File: src/rtl/erase_seq_pkg.sv
package erase_seq_pkg;
  typedef enum logic [1:0] {
    SQ_IDLE       = 2'd0,
    SQ_HAVE_START = 2'd1,
    SQ_HAVE_END   = 2'd2
  } seq_state_e;

  localparam logic [5:0] IDX_STATUS = 6'd13;
  localparam logic [5:0] IDX_START  = 6'd32;
  localparam logic [5:0] IDX_END    = 6'd33;
  localparam logic [5:0] IDX_ERASE  = 6'd38;

  localparam int unsigned FLAG_SEQ  = 0;
  localparam int unsigned FLAG_RST  = 1;
  localparam int unsigned FLAG_SKIP = 2;
  localparam int unsigned NFLAGS    = 3;
endpackage

File: src/rtl/erase_addr_norm.sv
module erase_addr_norm #(
  parameter int ARG_W   = 32,
  parameter int BLK_W   = 32,
  parameter int SHIFT_W = 4
) (
  input  logic [ARG_W-1:0]   byte_addr,
  input  logic [SHIFT_W-1:0] shift,
  output logic [BLK_W-1:0]   blk_idx
);
  logic [ARG_W-1:0] shifted;
  assign shifted = byte_addr >> shift;
  assign blk_idx = shifted[BLK_W-1:0];
endmodule

File: src/rtl/erase_seq_fsm.sv
module erase_seq_fsm
  import erase_seq_pkg::*;
#(
  parameter int BLK_W = 32
) (
  input  logic             clk,
  input  logic             rst,
  input  logic             cmd_valid,
  input  logic [5:0]       cmd_index,
  input  logic [BLK_W-1:0] norm_blk,
  input  logic             busy,
  output logic             launch,
  output logic [BLK_W-1:0] start_blk,
  output logic [BLK_W-1:0] end_blk,
  output logic             set_seq_err,
  output logic             set_erase_rst,
  output logic             status_clr,
  output logic             erase_req,
  output logic [BLK_W-1:0] erase_first,
  output logic [BLK_W-1:0] erase_last,
  output logic             cmd_exec
);
  seq_state_e state_q, state_d;
  logic is_start, is_end, is_erase, is_status, is_erase_cls, is_other;
  logic take_start, take_end;

  assign is_start     = cmd_valid && (cmd_index == IDX_START);
  assign is_end       = cmd_valid && (cmd_index == IDX_END);
  assign is_erase     = cmd_valid && (cmd_index == IDX_ERASE);
  assign is_status    = cmd_valid && (cmd_index == IDX_STATUS);
  assign is_erase_cls = is_start || is_end || is_erase;
  assign is_other     = cmd_valid && !is_erase_cls && !is_status;
  assign status_clr   = is_status;

  always_comb begin
    state_d       = state_q;
    set_seq_err   = 1'b0;
    set_erase_rst = 1'b0;
    launch        = 1'b0;
    take_start    = 1'b0;
    take_end      = 1'b0;
    if (is_erase_cls && busy) begin
      set_seq_err = 1'b1;
      state_d     = SQ_IDLE;
    end else if (is_start) begin
      if (state_q == SQ_IDLE) begin
        take_start = 1'b1;
        state_d    = SQ_HAVE_START;
      end else begin
        set_seq_err = 1'b1;
        state_d     = SQ_IDLE;
      end
    end else if (is_end) begin
      if (state_q == SQ_HAVE_START) begin
        take_end = 1'b1;
        state_d  = SQ_HAVE_END;
      end else begin
        set_seq_err = 1'b1;
        state_d     = SQ_IDLE;
      end
    end else if (is_erase) begin
      if (state_q == SQ_HAVE_END) begin
        launch = 1'b1;
      end else begin
        set_seq_err = 1'b1;
      end
      state_d = SQ_IDLE;
    end else if (is_other && (state_q != SQ_IDLE)) begin
      set_erase_rst = 1'b1;
      state_d       = SQ_IDLE;
    end
  end

  always_ff @(posedge clk) begin
    if (rst) begin
      state_q     <= SQ_IDLE;
      start_blk   <= '0;
      end_blk     <= '0;
      erase_req   <= 1'b0;
      erase_first <= '0;
      erase_last  <= '0;
      cmd_exec    <= 1'b0;
    end else begin
      state_q   <= state_d;
      erase_req <= launch;
      cmd_exec  <= cmd_valid && !is_erase_cls;
      if (take_start) start_blk <= norm_blk;
      if (take_end)   end_blk   <= norm_blk;
      if (launch) begin
        erase_first <= start_blk;
        erase_last  <= end_blk;
      end
    end
  end
endmodule

File: src/rtl/erase_wp_scan.sv
module erase_wp_scan #(
  parameter int BLK_W = 32
) (
  input  logic             clk,
  input  logic             rst,
  input  logic             launch,
  input  logic [BLK_W-1:0] first_blk,
  input  logic [BLK_W-1:0] last_blk,
  input  logic             wp_hit,
  input  logic             erase_done,
  output logic [BLK_W-1:0] wp_addr,
  output logic             skip_set,
  output logic             skip_valid,
  output logic [BLK_W-1:0] skip_blk,
  output logic             busy
);
  logic             scan_act;
  logic [BLK_W-1:0] cur_q, last_q;

  assign wp_addr  = cur_q;
  assign skip_set = scan_act && wp_hit;

  always_ff @(posedge clk) begin
    if (rst) begin
      scan_act   <= 1'b0;
      cur_q      <= '0;
      last_q     <= '0;
      busy       <= 1'b0;
      skip_valid <= 1'b0;
      skip_blk   <= '0;
    end else begin
      skip_valid <= 1'b0;
      if (launch) begin
        busy     <= 1'b1;
        cur_q    <= first_blk;
        last_q   <= last_blk;
        scan_act <= (first_blk <= last_blk);
      end else if (scan_act) begin
        if (wp_hit) begin
          skip_valid <= 1'b1;
          skip_blk   <= cur_q;
        end
        if (cur_q == last_q) scan_act <= 1'b0;
        else                 cur_q    <= cur_q + 1'b1;
      end else if (busy && erase_done) begin
        busy <= 1'b0;
      end
    end
  end
endmodule

File: src/rtl/erase_status_flags.sv
module erase_status_flags #(
  parameter int NFLAGS = 3
) (
  input  logic              clk,
  input  logic              rst,
  input  logic [NFLAGS-1:0] set_vec,
  input  logic              clr,
  output logic [NFLAGS-1:0] flags
);
  for (genvar g = 0; g < NFLAGS; g++) begin : g_flag
    always_ff @(posedge clk) begin
      if (rst)             flags[g] <= 1'b0;
      else if (set_vec[g]) flags[g] <= 1'b1;
      else if (clr)        flags[g] <= 1'b0;
    end
  end
endmodule

File: src/rtl/erase_seq_ctrl.sv
module erase_seq_ctrl
  import erase_seq_pkg::*;
#(
  parameter int ARG_W   = 32,
  parameter int BLK_W   = 32,
  parameter int SHIFT_W = 4
) (
  input  logic               clk,
  input  logic               rst,
  input  logic               cmd_valid,
  input  logic [5:0]         cmd_index,
  input  logic [ARG_W-1:0]   cmd_arg,
  input  logic [SHIFT_W-1:0] blk_len_log2,
  output logic [BLK_W-1:0]   wp_addr,
  input  logic               wp_hit,
  input  logic               erase_done,
  output logic               erase_req,
  output logic [BLK_W-1:0]   erase_first,
  output logic [BLK_W-1:0]   erase_last,
  output logic               cmd_exec,
  output logic               busy,
  output logic               skip_valid,
  output logic [BLK_W-1:0]   skip_blk,
  output logic               stat_seq_err,
  output logic               stat_erase_rst,
  output logic               stat_wp_skip
);
  logic [BLK_W-1:0]  norm_blk, start_blk, end_blk;
  logic              launch, set_seq_err, set_erase_rst, status_clr, skip_set;
  logic [NFLAGS-1:0] set_vec, flags;

  erase_addr_norm #(.ARG_W(ARG_W), .BLK_W(BLK_W), .SHIFT_W(SHIFT_W)) u_norm (
    .byte_addr(cmd_arg), .shift(blk_len_log2), .blk_idx(norm_blk)
  );

  erase_seq_fsm #(.BLK_W(BLK_W)) u_fsm (
    .clk(clk), .rst(rst), .cmd_valid(cmd_valid), .cmd_index(cmd_index),
    .norm_blk(norm_blk), .busy(busy), .launch(launch),
    .start_blk(start_blk), .end_blk(end_blk),
    .set_seq_err(set_seq_err), .set_erase_rst(set_erase_rst),
    .status_clr(status_clr), .erase_req(erase_req),
    .erase_first(erase_first), .erase_last(erase_last), .cmd_exec(cmd_exec)
  );

  erase_wp_scan #(.BLK_W(BLK_W)) u_scan (
    .clk(clk), .rst(rst), .launch(launch), .first_blk(start_blk),
    .last_blk(end_blk), .wp_hit(wp_hit), .erase_done(erase_done),
    .wp_addr(wp_addr), .skip_set(skip_set), .skip_valid(skip_valid),
    .skip_blk(skip_blk), .busy(busy)
  );

  always_comb begin
    set_vec            = '0;
    set_vec[FLAG_SEQ]  = set_seq_err;
    set_vec[FLAG_RST]  = set_erase_rst;
    set_vec[FLAG_SKIP] = skip_set;
  end

  erase_status_flags #(.NFLAGS(NFLAGS)) u_flags (
    .clk(clk), .rst(rst), .set_vec(set_vec), .clr(status_clr), .flags(flags)
  );

  assign stat_seq_err   = flags[FLAG_SEQ];
  assign stat_erase_rst = flags[FLAG_RST];
  assign stat_wp_skip   = flags[FLAG_SKIP];
endmodule

File: config.mk
export PLATFORM = sky130hd
export DESIGN_NAME = erase_seq_ctrl
export DESIGN_NICKNAME = d
export VERILOG_FILES = /design/src/rtl/erase_seq_pkg.sv /design/src/rtl/erase_addr_norm.sv /design/src/rtl/erase_seq_fsm.sv /design/src/rtl/erase_wp_scan.sv /design/src/rtl/erase_status_flags.sv /design/src/rtl/erase_seq_ctrl.sv
export SDC_FILE = /design/constraint.sdc
export NUM_CORES = 1
export LEC_CHECK = 0
export ABC_AREA = 1
export BUFFER_PORTS_ARGS = -buffer_cell sky130_fd_sc_hd__buf_4
export CAP_MARGIN = 40
export CORE_MARGIN = 5
export CORE_UTILIZATION = 30
export CTS_BUF_LIST = sky130_fd_sc_hd__clkbuf_8
export DETAILED_ROUTE_END_ITERATION = 16
export MAX_ROUTING_LAYER = met4
export PLACE_DENSITY = 0.57
export SLEW_MARGIN = 20
export SYNTH_ARGS = -nofsm -noshare
export SYNTH_HDL_FRONTEND = slang
export SYNTH_SLANG_ARGS = --single-unit
File: constraint.sdc
create_clock -name clk -period 1.6 [get_ports clk]
set_input_delay 0 -clock clk [delete_from_list [all_inputs] [get_ports clk]]
set_output_delay 0 -clock clk [all_outputs]
set_load 0.02 [all_outputs]
* Yosys cells after proc, flatten, opt, wreduce, memory -nomap -nowiden
Cells that the tools add are included.
Storage, ports and cells: word-level logic and storage cells 100, output and inout bits 135, register bits 202
Operators by class: reductions and logical operators 27, shift-type cells 1, bitwise operators 2, multiplexer cells 44, order comparisons 1, add/sub/neg operators 1, equal/unequal tests 9
Operators by type and width (count):
- two-way mux 32 bit | 3
- two-way mux 1 bit | 36
- adder 32 x 1 -> 32 bit, second input constant | 1
- equality test 32 bit | 1
- <= comparator 32 bit | 1
- right shift 32 x 4 -> 32 bit | 1
- equality test 6 bit, second input constant | 3
- nonzero test 2 bit | 6
- logical AND 1 bit | 10
- two-way mux 2 bit | 5
- equality test 6 x 4 -> 1 bit, second input constant | 1
- inequality test 2 bit, second input constant | 2
- AND reduction 2 bit | 2
- nonzero test 4 bit | 1
- AND reduction 3 bit | 1
- OR reduction 3 bit | 1
- equality test 2 x 1 -> 1 bit, second input constant | 1
- equality test 2 bit, second input constant | 1
- zero test 1 bit | 2
- zero test 2 bit | 1
- logical OR 1 bit | 2
- NOT 1 bit | 2
- OR reduction 2 bit | 1

* Depth between registers and ports, before layout
Gate-level depths: netlist (run 1).
depth in word-level cells 14, depth in mapped cells 13

* By module
From an unflattened synthesis (run 1), not the netlist that was laid out.
Second synthesis, totals: cell total of the unflattened synthesis 1987, area, all modules 12813.5 um^2
By module, submodules not included:
- erase_wp_scan | area an instance 5957.0 um^2, sequential area each 1981.9 um^2, cells an instance 915, times used 1
- erase_seq_fsm | area an instance 5363.9 um^2, sequential area each 2642.5 um^2, cells an instance 734, times used 1
- erase_addr_norm | area an instance 1391.3 um^2, sequential area each 0.0 um^2, cells an instance 325, times used 1
- erase_status_flags | area an instance 101.3 um^2, sequential area each 60.1 um^2, cells an instance 13, times used 1

* Worst setup path before layout (run 1)
Ideal clock, no wire load.
path kind register to register, start register u_scan.cur_q[1] (netlist: u_scan.wp_addr[1]), end register u_scan.cur_q[30] (netlist: u_scan.wp_addr[30]), setup time 132 ps, stages on the path, launching flop included 13, data arrival time 1611 ps, path slack -143 ps, cells stage by stage dfxtp_1 ha_1 nand3_1 nor2_1 inv_1 nor2_1 nand2_1 nand2_1 nand2_1 nand2_1 nand2_1 nand3_1 a21oi_1
Between the ends: cells in the longest elaborated chain, start to end 4, elaborated cells between the ends (all ways) 7, those cells by class add/sub: 1; eq/ne: 2; mux: 3; reduce/logical: 1
RTL lines:
- from (decl) | RTL line erase_wp_scan.sv:18 | logic [BLK_W-1:0] cur_q, last_q;
- from (signal assigned) | RTL line erase_wp_scan.sv:35 | cur_q <= first_blk;
- from (signal assigned) | RTL line erase_wp_scan.sv:44 | else cur_q <= cur_q + 1'b1;
- adder 32 x 1 -> 32 bit | RTL line erase_wp_scan.sv:44
- two-way mux 32 bit | RTL line erase_wp_scan.sv:43 | if (cur_q == last_q) scan_act <= 1'b0;
- two-way mux 32 bit | RTL line erase_wp_scan.sv:38 | end else if (scan_act) begin
- two-way mux 32 bit | RTL line erase_wp_scan.sv:33 | if (launch) begin
Several ways; a longest one is shown, not always the timed one. The select of a mux whose other input is x is not followed. A chain may end at the register's enable or synchronous reset.

* Final worst setup path (run 1)
start register u_scan.cur_q[1] (netlist: u_scan.wp_addr[1]), end register u_scan.cur_q[0] (netlist: u_scan.wp_addr[0])
Between the ends: cells in the longest elaborated chain, start to end 3
RTL lines (RTL line):
- equality test 32 bit | erase_wp_scan.sv:43
- inequality test 2 bit (no source line)
- AND reduction 2 bit (no source line)
Every way passes these cells.

==> metrics.txt, run 1 <==
core area 35600 µm²; reg-to-reg slack, setup -0.09 ns; post-route ant nets 0; RSZ-0062 raised after global routing true; Post-synth EDFFs 0; Mapped Nets 1730; most numerous cell in the Yosys netlist nand2_1; clock latency on the worst-skew pair 0.51 ns; cell family with most CP delay simple AND/OR/NAND/NOR gates; max_slew headroom 0.653; FF-to-FF path depth 11; Sink Count 202; antenna cell count 0; Place WS -0.248 ns; CTS H-tree depth 2; Static Leak 7.17 nW; cells after synthesis 1650; Post-synth top cells 467 x nand2_1, 202 x dfxtp_1, 199 x nor2_1, 180 x o21ai_0, 167 x a21oi_1; first-pass GRT wire length 61200 µm; hold path depth 6; Hold Crit Class input pin to flip-flop; worst hold path endpoint u_fsm.state_q[0]$_SDFFE_PP0P_; Setup crit end kind flip-flop; drt via density 4.83; CP Data Required Time 2.03 ns; CTS root buf clkbuf_8; Num CTS Buffers 34; Remaining DRCs 0; Vert. Die Dim 200 µm; fill count 3683; Area Overhead vs Synth 46.5%; post-DP HPWL 30000 µm; minimum clock period 1.69 ns; Seq/Total Area, Yosys 0.374; Max VDD drop 0.522 mV; Yosys warning total 0; post-synth top area share 0.374; fin crit share 1.06; Max Fclk 590 MHz; Hold Violations, Final 1; largest net degree at the start of global routing 130; mapped cell area 10800 µm²; power per cell area 659 nW/µm²; Slowest-stage cell, CP dfxtp_4; initial antenna violation count 0; Worst Path Buf+Inv 2; Setup Viol. Count Final 32; Placer Congestion 0.915; largest cells by area after synthesis dfxtp_1 37%, nand2_1 16%, o21ai_0 8.3%; CTS max path bufs 3; violated checks negative hold slack, negative setup slack; kind of critical path flip-flop to flip-flop; Initial Util 0.304; io pins 182; Total Wirelength 40000 µm; vias in the first global route 11200; worst-margin pin slew 0.515 ns; 1st-pass router iterations 5; Crit path depth 11; outcome finished with violations; startpoint types flip-flop; FP Rows 69; layout cell share with drive strength beyond 1 0.324; Synth cell types 41; Slew Limit Fails 0; final worst slack -0.0942 ns; cell taking the most area after synthesis dfxtp_1; Worst Path Arrival 2.12 ns; DR vias 12100; die area 40000 µm²; Max Cap Violations 0; RR Endpoint u_scan.wp_addr[0]$_SDFFE_PP0P_; worst-path cell chain xnor2_2 > nand2_1 > nor2_1 > nand2_1 > nor2_1 > buf_4 > nand2_4 > nand2_8 > clkbuf_16 > nand3_1 > a21oi_1; drt wl/cell 16.0 µm; CTS tree yes; worst hold slack -0.00897 ns; Iter 0 DRT Violations 789; leading register cell type out of synthesis dfxtp_1; CP Max Fanout 6; Overflow after GRT 0; Post-Route Skew 0.0115 ns; Die Wd 200 µm; Syn Area/Cell 6.56 µm²; Util after Layout 0.446; port buffer count 181; biggest cell delay along the critical path 0.37 ns; FF-to-FF Start u_scan.wp_addr[1]$_SDFFE_PP0P_; register clock-pin slew on the reported worst setup and hold paths 0.06 ns; Post-synth ARST share 0; Total GRT Usage 0.195; Yosys reg bits 202; min-delay src cmd_index[1]; Nets 2106
-- worst register-to-register path, cell delays in order, from the launching register on --
cell,delay (ns)
dfxtp_4,0.37
xnor2_2,0.16
nand2_1,0.09
nor2_1,0.10
nand2_1,0.08
nor2_1,0.11
buf_4,0.13
nand2_4,0.06
nand2_8,0.14
clkbuf_16,0.17
nand3_1,0.08
a21oi_1,0.14
-- worst max-delay path by stage --
stage,start,to,slack [ns]
4_1_cts,u_fsm.end_blk[29]$_SDFFE_PP0P_,u_scan.scan_act$_SDFF_PP0_,-0.11
2_1_floorplan,u_scan.wp_addr[1]$_SDFFE_PP0P_,u_scan.wp_addr[30]$_SDFFE_PP0P_,-0.002
5_1_grt,u_scan.wp_addr[1]$_SDFFE_PP0P_,u_scan.wp_addr[11]$_SDFFE_PP0P_,-0.23
3_5_place_dp,u_scan.last_q[20]$_SDFFE_PP0P_,u_scan.wp_addr[31]$_SDFFE_PP0P_,-0.25
6_report,u_scan.wp_addr[1]$_SDFFE_PP0P_,u_scan.wp_addr[0]$_SDFFE_PP0P_,-0.09
3_3_place_gp,u_scan.last_q[20]$_SDFFE_PP0P_,u_scan.wp_addr[31]$_SDFFE_PP0P_,-0.22
-- report_power, final --
group,switching (W),internal [W],leakage (nW)
registers,0.00000521,0.00502,1.65
logic,0.000517,0.000311,5.14
clock network,0.00209,0.00252,0.375
total,0.00261,0.00784,7.17
-- sequential cells by signal (all words and copies together) (netlist names) --
register           cells
u_fsm.end_blk         32
u_fsm.erase_first     32
u_fsm.start_blk       32
u_scan.last_q         32
u_scan.skip_blk       32
u_scan.wp_addr        32
u_flags.flags          3
u_fsm.state_q          2
u_fsm.cmd_exec         1
u_fsm.erase_req        1
u_scan.busy            1
u_scan.scan_act        1
u_scan.skip_valid      1
-- kinds of logic (layout without fill, tap and decap cells) --
family / Yosys count / count (layout) / synth area share
buffers and inverters: 194 / 590 / 0.0772
adder cells (fa/ha/maj): 33 / 33 / 0.0381
AO/OA/AOI/OAI: 367 / 367 / 0.173
XOR/XNOR: 33 / 33 / 0.0267
AND/OR/NAND/NOR: 819 / 819 / 0.310
flip-flops: 202 / 202 / 0.374
multiplexers: 2 / 2 / 0.00185
-- layer usage --
layer / global-route usage / part of all wire / vias up
met3: 0.0250 / 0.058 / 61
met2: 0.296 / 0.44 / 352
met1: 0.274 / 0.47 / 5555
met4: 0.0548 / 0.027 / 0
li1: - / - / 6140
met5: - / 0 / -
-- cells in the final DEF (no fill, tap or decap), drive strengths merged, types with 33 or more instances in the layout --
cell type	instances
nand2	471
ha	33
o21ai	185
nand3	107
inv	98
buf	430
clkbuf	46
a21oi	167
dfxtp	202
nor2	205
-- per-stage QoR --
stage	total power (W)	cells	instance area, µm²	TNS, ns
global placement	0.00594	2422	14200	-9.55
detailed placement	0.00594	2422	14200	-11.67
finish	0.0105	2507	15900	-1.48
CTS	0.0106	2491	15300	-0.912
global route	0.0109	2507	15900	-8.74
floorplan	0.00563	1650	10900	-0.00170
-- what timing repair did --
| action | CTS | global route |
|---|---|---|
| endpoints found under the hold margin | 13 | 0 |
| pin swaps | 15 | 53 |
| buffers inserted | 3 | 12 |
| gates resized for setup | 74 | 138 |
| hold buffers | 10 | 0 |
| gates cloned | 0 | 5 |
| setup endpoints to repair | 81 | 163 |
-- final cells by class --
type	count	area (µm²)	share of cell area
Sequential cell	202	4130	0.260
Timing Repair Buffer	443	3680	0.232
Tap cell	461	577	0.0364
Multi-Input combinational cell	1254	6460	0.407
Clock buffer	42	578	0.0364
Inverter	91	349	0.0220
Clock inverter	14	87.6	0.00552
Note: power is estimated with default switching activity, not from simulation.
==> run 2: changes to the inputs <==
--- a/config.mk
+++ b/config.mk
@@ -9,11 +9,11 @@
 export BUFFER_PORTS_ARGS = -buffer_cell sky130_fd_sc_hd__buf_4
 export CAP_MARGIN = 40
 export CORE_MARGIN = 5
-export CORE_UTILIZATION = 30
+export CORE_UTILIZATION = 25
 export CTS_BUF_LIST = sky130_fd_sc_hd__clkbuf_8
 export DETAILED_ROUTE_END_ITERATION = 16
 export MAX_ROUTING_LAYER = met4
-export PLACE_DENSITY = 0.57
+export PLACE_DENSITY = 0.49
 export SLEW_MARGIN = 20
 export SYNTH_ARGS = -nofsm -noshare
 export SYNTH_HDL_FRONTEND = slang
==> constraint.sdc (replaced) <==
create_clock -name clk -period 2.2 [get_ports clk]
set_input_delay 0 -clock clk [delete_from_list [all_inputs] [get_ports clk]]
set_output_delay 0 -clock clk [all_outputs]
set_load 0.02 [all_outputs]
==> run 2 against run 1 <==
  * The flow now finishes without violations
  * Sequential power shrank 27%
  * Sequential share of layout area is 3.3 points higher
  * Worst hold slack gained 0.054 ns
  * Critical path type is now input pin to flip-flop
  * Largest power group unchanged
==> metrics.txt, run 2 (same netlist as run 1, synthesis figures left out) <==
FF-to-FF Start u_scan.wp_addr[3]$_SDFFE_PP0P_ (was u_scan.wp_addr[1]$_SDFFE_PP0P_); Nets 1916 (was 2106); CTS max path bufs 3 (unchanged); RR Endpoint u_scan.wp_addr[22]$_SDFFE_PP0P_ (was u_scan.wp_addr[0]$_SDFFE_PP0P_); die area 47600 µm² (was 40000 µm²); drt wl/cell 16.0 µm (about the same); post-DP HPWL 29400 µm (was 30000 µm); antenna cell count 0 (unchanged); most common cell after layout, fill and taps aside nand2_1 (unchanged); largest net degree at the start of global routing 111 (was 130); Met2 Routed Length 17400 µm (was 17700 µm); Total Wirelength 39100 µm (was 40000 µm); register clock-pin slew on the reported worst setup and hold paths 0.06 ns (about the same); total power 0.00770 W (was 0.0105 W); Sink Count 202 (unchanged); minimum clock period 2.12 ns; most frequent cells in the layout 467 x nand2_1, 229 x buf_4, 201 x dfxtp_1 (was 445 x nand2_1, 403 x buf_4, 159 x a21oi_1, 159 x dfxtp_1, 158 x nor2_1); startpoint types input pin (was flip-flop); Iter 0 DRT Violations 756 (was 789); Die Wd 218 µm (was 200 µm); worst-margin pin slew 0.736 ns (was 0.515 ns); TNS Setup 0 ns (was -1.48 ns); outcome complete, no violations (was finished with violations); power per cell area 558 nW/µm² (was 659 nW/µm²); design area 13800 µm² (was 15900 µm²); kind of critical path input pin to flip-flop (was flip-flop to flip-flop); Max Fclk 472 MHz; CP Data Required Time 2.65 ns (was 2.03 ns); DR vias 11300 (was 12100); FF-to-FF path depth 10 (was 11); port buffer count 181 (unchanged); drt via density 4.62 (was 4.83); Top Layer Used met4 (unchanged); reg-to-reg slack, setup 0.17 ns (was -0.09 ns); Max VDD drop 0.229 mV (was 0.522 mV); Total GRT Usage 0.162 (was 0.195); CTS H-tree depth 2 (unchanged); io pins 182 (unchanged); Remaining DRCs 0 (unchanged); FP Rows 76 (was 69); met1 wire length 18800 µm (was 19000 µm); Hold Violations, Final 0 (was 1); Initial Util 0.252 (was 0.304); Area Overhead vs Synth 27.3% (was 46.5%); CTS tree yes (unchanged); worst hold slack 0.0448 ns (was -0.00897 ns); Placer Congestion 0.852 (was 0.915); layout cell share with drive strength beyond 1 0.168 (was 0.324); Num CTS Buffers 36 (was 34); initial antenna violation count 0 (unchanged); RSZ-0062 raised after global routing false (was true); vias in the first global route 10600 (was 11200); Static Leak 6.09 nW (was 7.17 nW); Critical Path Start cmd_index[4] (was u_scan.wp_addr[1]$_SDFFE_PP0P_); Setup crit end kind flip-flop (unchanged); Post-Route Skew 0.0204 ns (was 0.0115 ns); Slew Limit Fails 0 (unchanged); Util after Layout 0.321 (was 0.446); max_slew headroom 0.508 (was 0.653); Worst Path Arrival 2.57 ns (was 2.12 ns); 1st-pass router iterations 5 (unchanged); Routed met3 length 2040 µm (was 2320 µm); core area 43000 µm² (was 35600 µm²); worst hold path endpoint u_fsm.end_blk[12]$_SDFFE_PP0P_ (was u_fsm.state_q[0]$_SDFFE_PP0P_); fin crit share 0.963; CP Max Fanout 2 (was 6); Hold Crit Class input pin to flip-flop (unchanged); Max Cap Violations 0 (unchanged); Overflow after GRT 0 (unchanged); placed cell area 12900 µm² (was 14200 µm²); first-pass GRT wire length 60600 µm (was 61200 µm); Setup Viol. Count Final 0 (was 32); min-delay src blk_len_log2[3] (was cmd_index[1]); hold path depth 5 (was 6); clock latency on the worst-skew pair 0.54 ns (was 0.51 ns); Vert. Die Dim 218 µm (was 200 µm); CTS root buf clkbuf_8 (unchanged); post-route ant nets 0 (unchanged)
[run 2: cell types whose count changed in the layout (fill, tap and decap cells not counted), moves of 16 or more]
cell | before | now
o21ai_1 | 33 | 5
dfxtp_1 | 159 | 201
nand2_2 | 22 | 3
nand3_2 | 17 | 1
dfxtp_2 | 30 | 1
buf_4 | 403 | 229
nand2_1 | 445 | 467
nand3_1 | 89 | 106
nor2_2 | 34 | 4
nor2_1 | 158 | 199
o21ai_0 | 152 | 180
[run 2: metal layers]
layer	vias to the layer above	global-route usage
li1	5750	-
met2	309	0.252
met4	0	0.0406
met5	-	-
met3	61	0.0231
met1	5171	0.223
[run 2: layout make-up]
type | count | area (µm²)
timing repair buffer | 251 | 2010
inverter | 91 | 344
fill | 4809 | 29200
clock inverter | 14 | 55.1
tap | 585 | 732
multi-input combinational | 1254 | 5950
sequential | 202 | 4050
clock buffer | 47 | 647
[run 2: per-stage QoR]
stage               cells  setup WS, ns
finish               2444        0.0818
global route         2444       0.00989
CTS                  2442        0.0891
detailed placement   2368        0.0716
global placement     2367         0.148
floorplan            1650         0.457
[run 2: worst max path at each step]
stage / to / slack [ns] / cells after the start
2_1_floorplan: u_scan.wp_addr[30]$_SDFFE_PP0P_ / 0.46 / 12
3_3_place_gp: u_scan.wp_addr[23]$_SDFFE_PP0P_ / 0.15 / 14
3_5_place_dp: u_scan.wp_addr[22]$_SDFFE_PP0P_ / 0.07 / 14
4_1_cts: u_scan.wp_addr[22]$_SDFFE_PP0P_ / 0.09 / 15
5_1_grt: u_scan.wp_addr[11]$_SDFFE_PP0P_ / 0.01 / 9
6_report: u_flags.flags[0]$_SDFFE_PP0P_ / 0.08 / 11
[run 2: worst max-delay path, cell delays in order]
cell           delay (ns)
dlygate4sd3_1        0.54
buf_4                0.14
inv_1                0.04
nand2_1              0.08
nor3_1               0.21
nand2_1              0.13
dlygate4sd3_1        0.58
o21ai_0              0.07
nand3_1              0.08
dlygate4sd3_1        0.56
a21oi_1              0.14
[run 2: repair_timing]
action                                 4_1_cts  5_1_grt
hold buffers                                13        0
buffers inserted                             0        0
endpoints found under the hold margin       26        0
gates resized for setup                      0        8
setup endpoints to repair                    0       33
[run 2: report_power, final]
part	switching, W	internal [W]
clock	0.00156	0.00190
sequential	0.00000577	0.00366
combinational	0.000370	0.000204
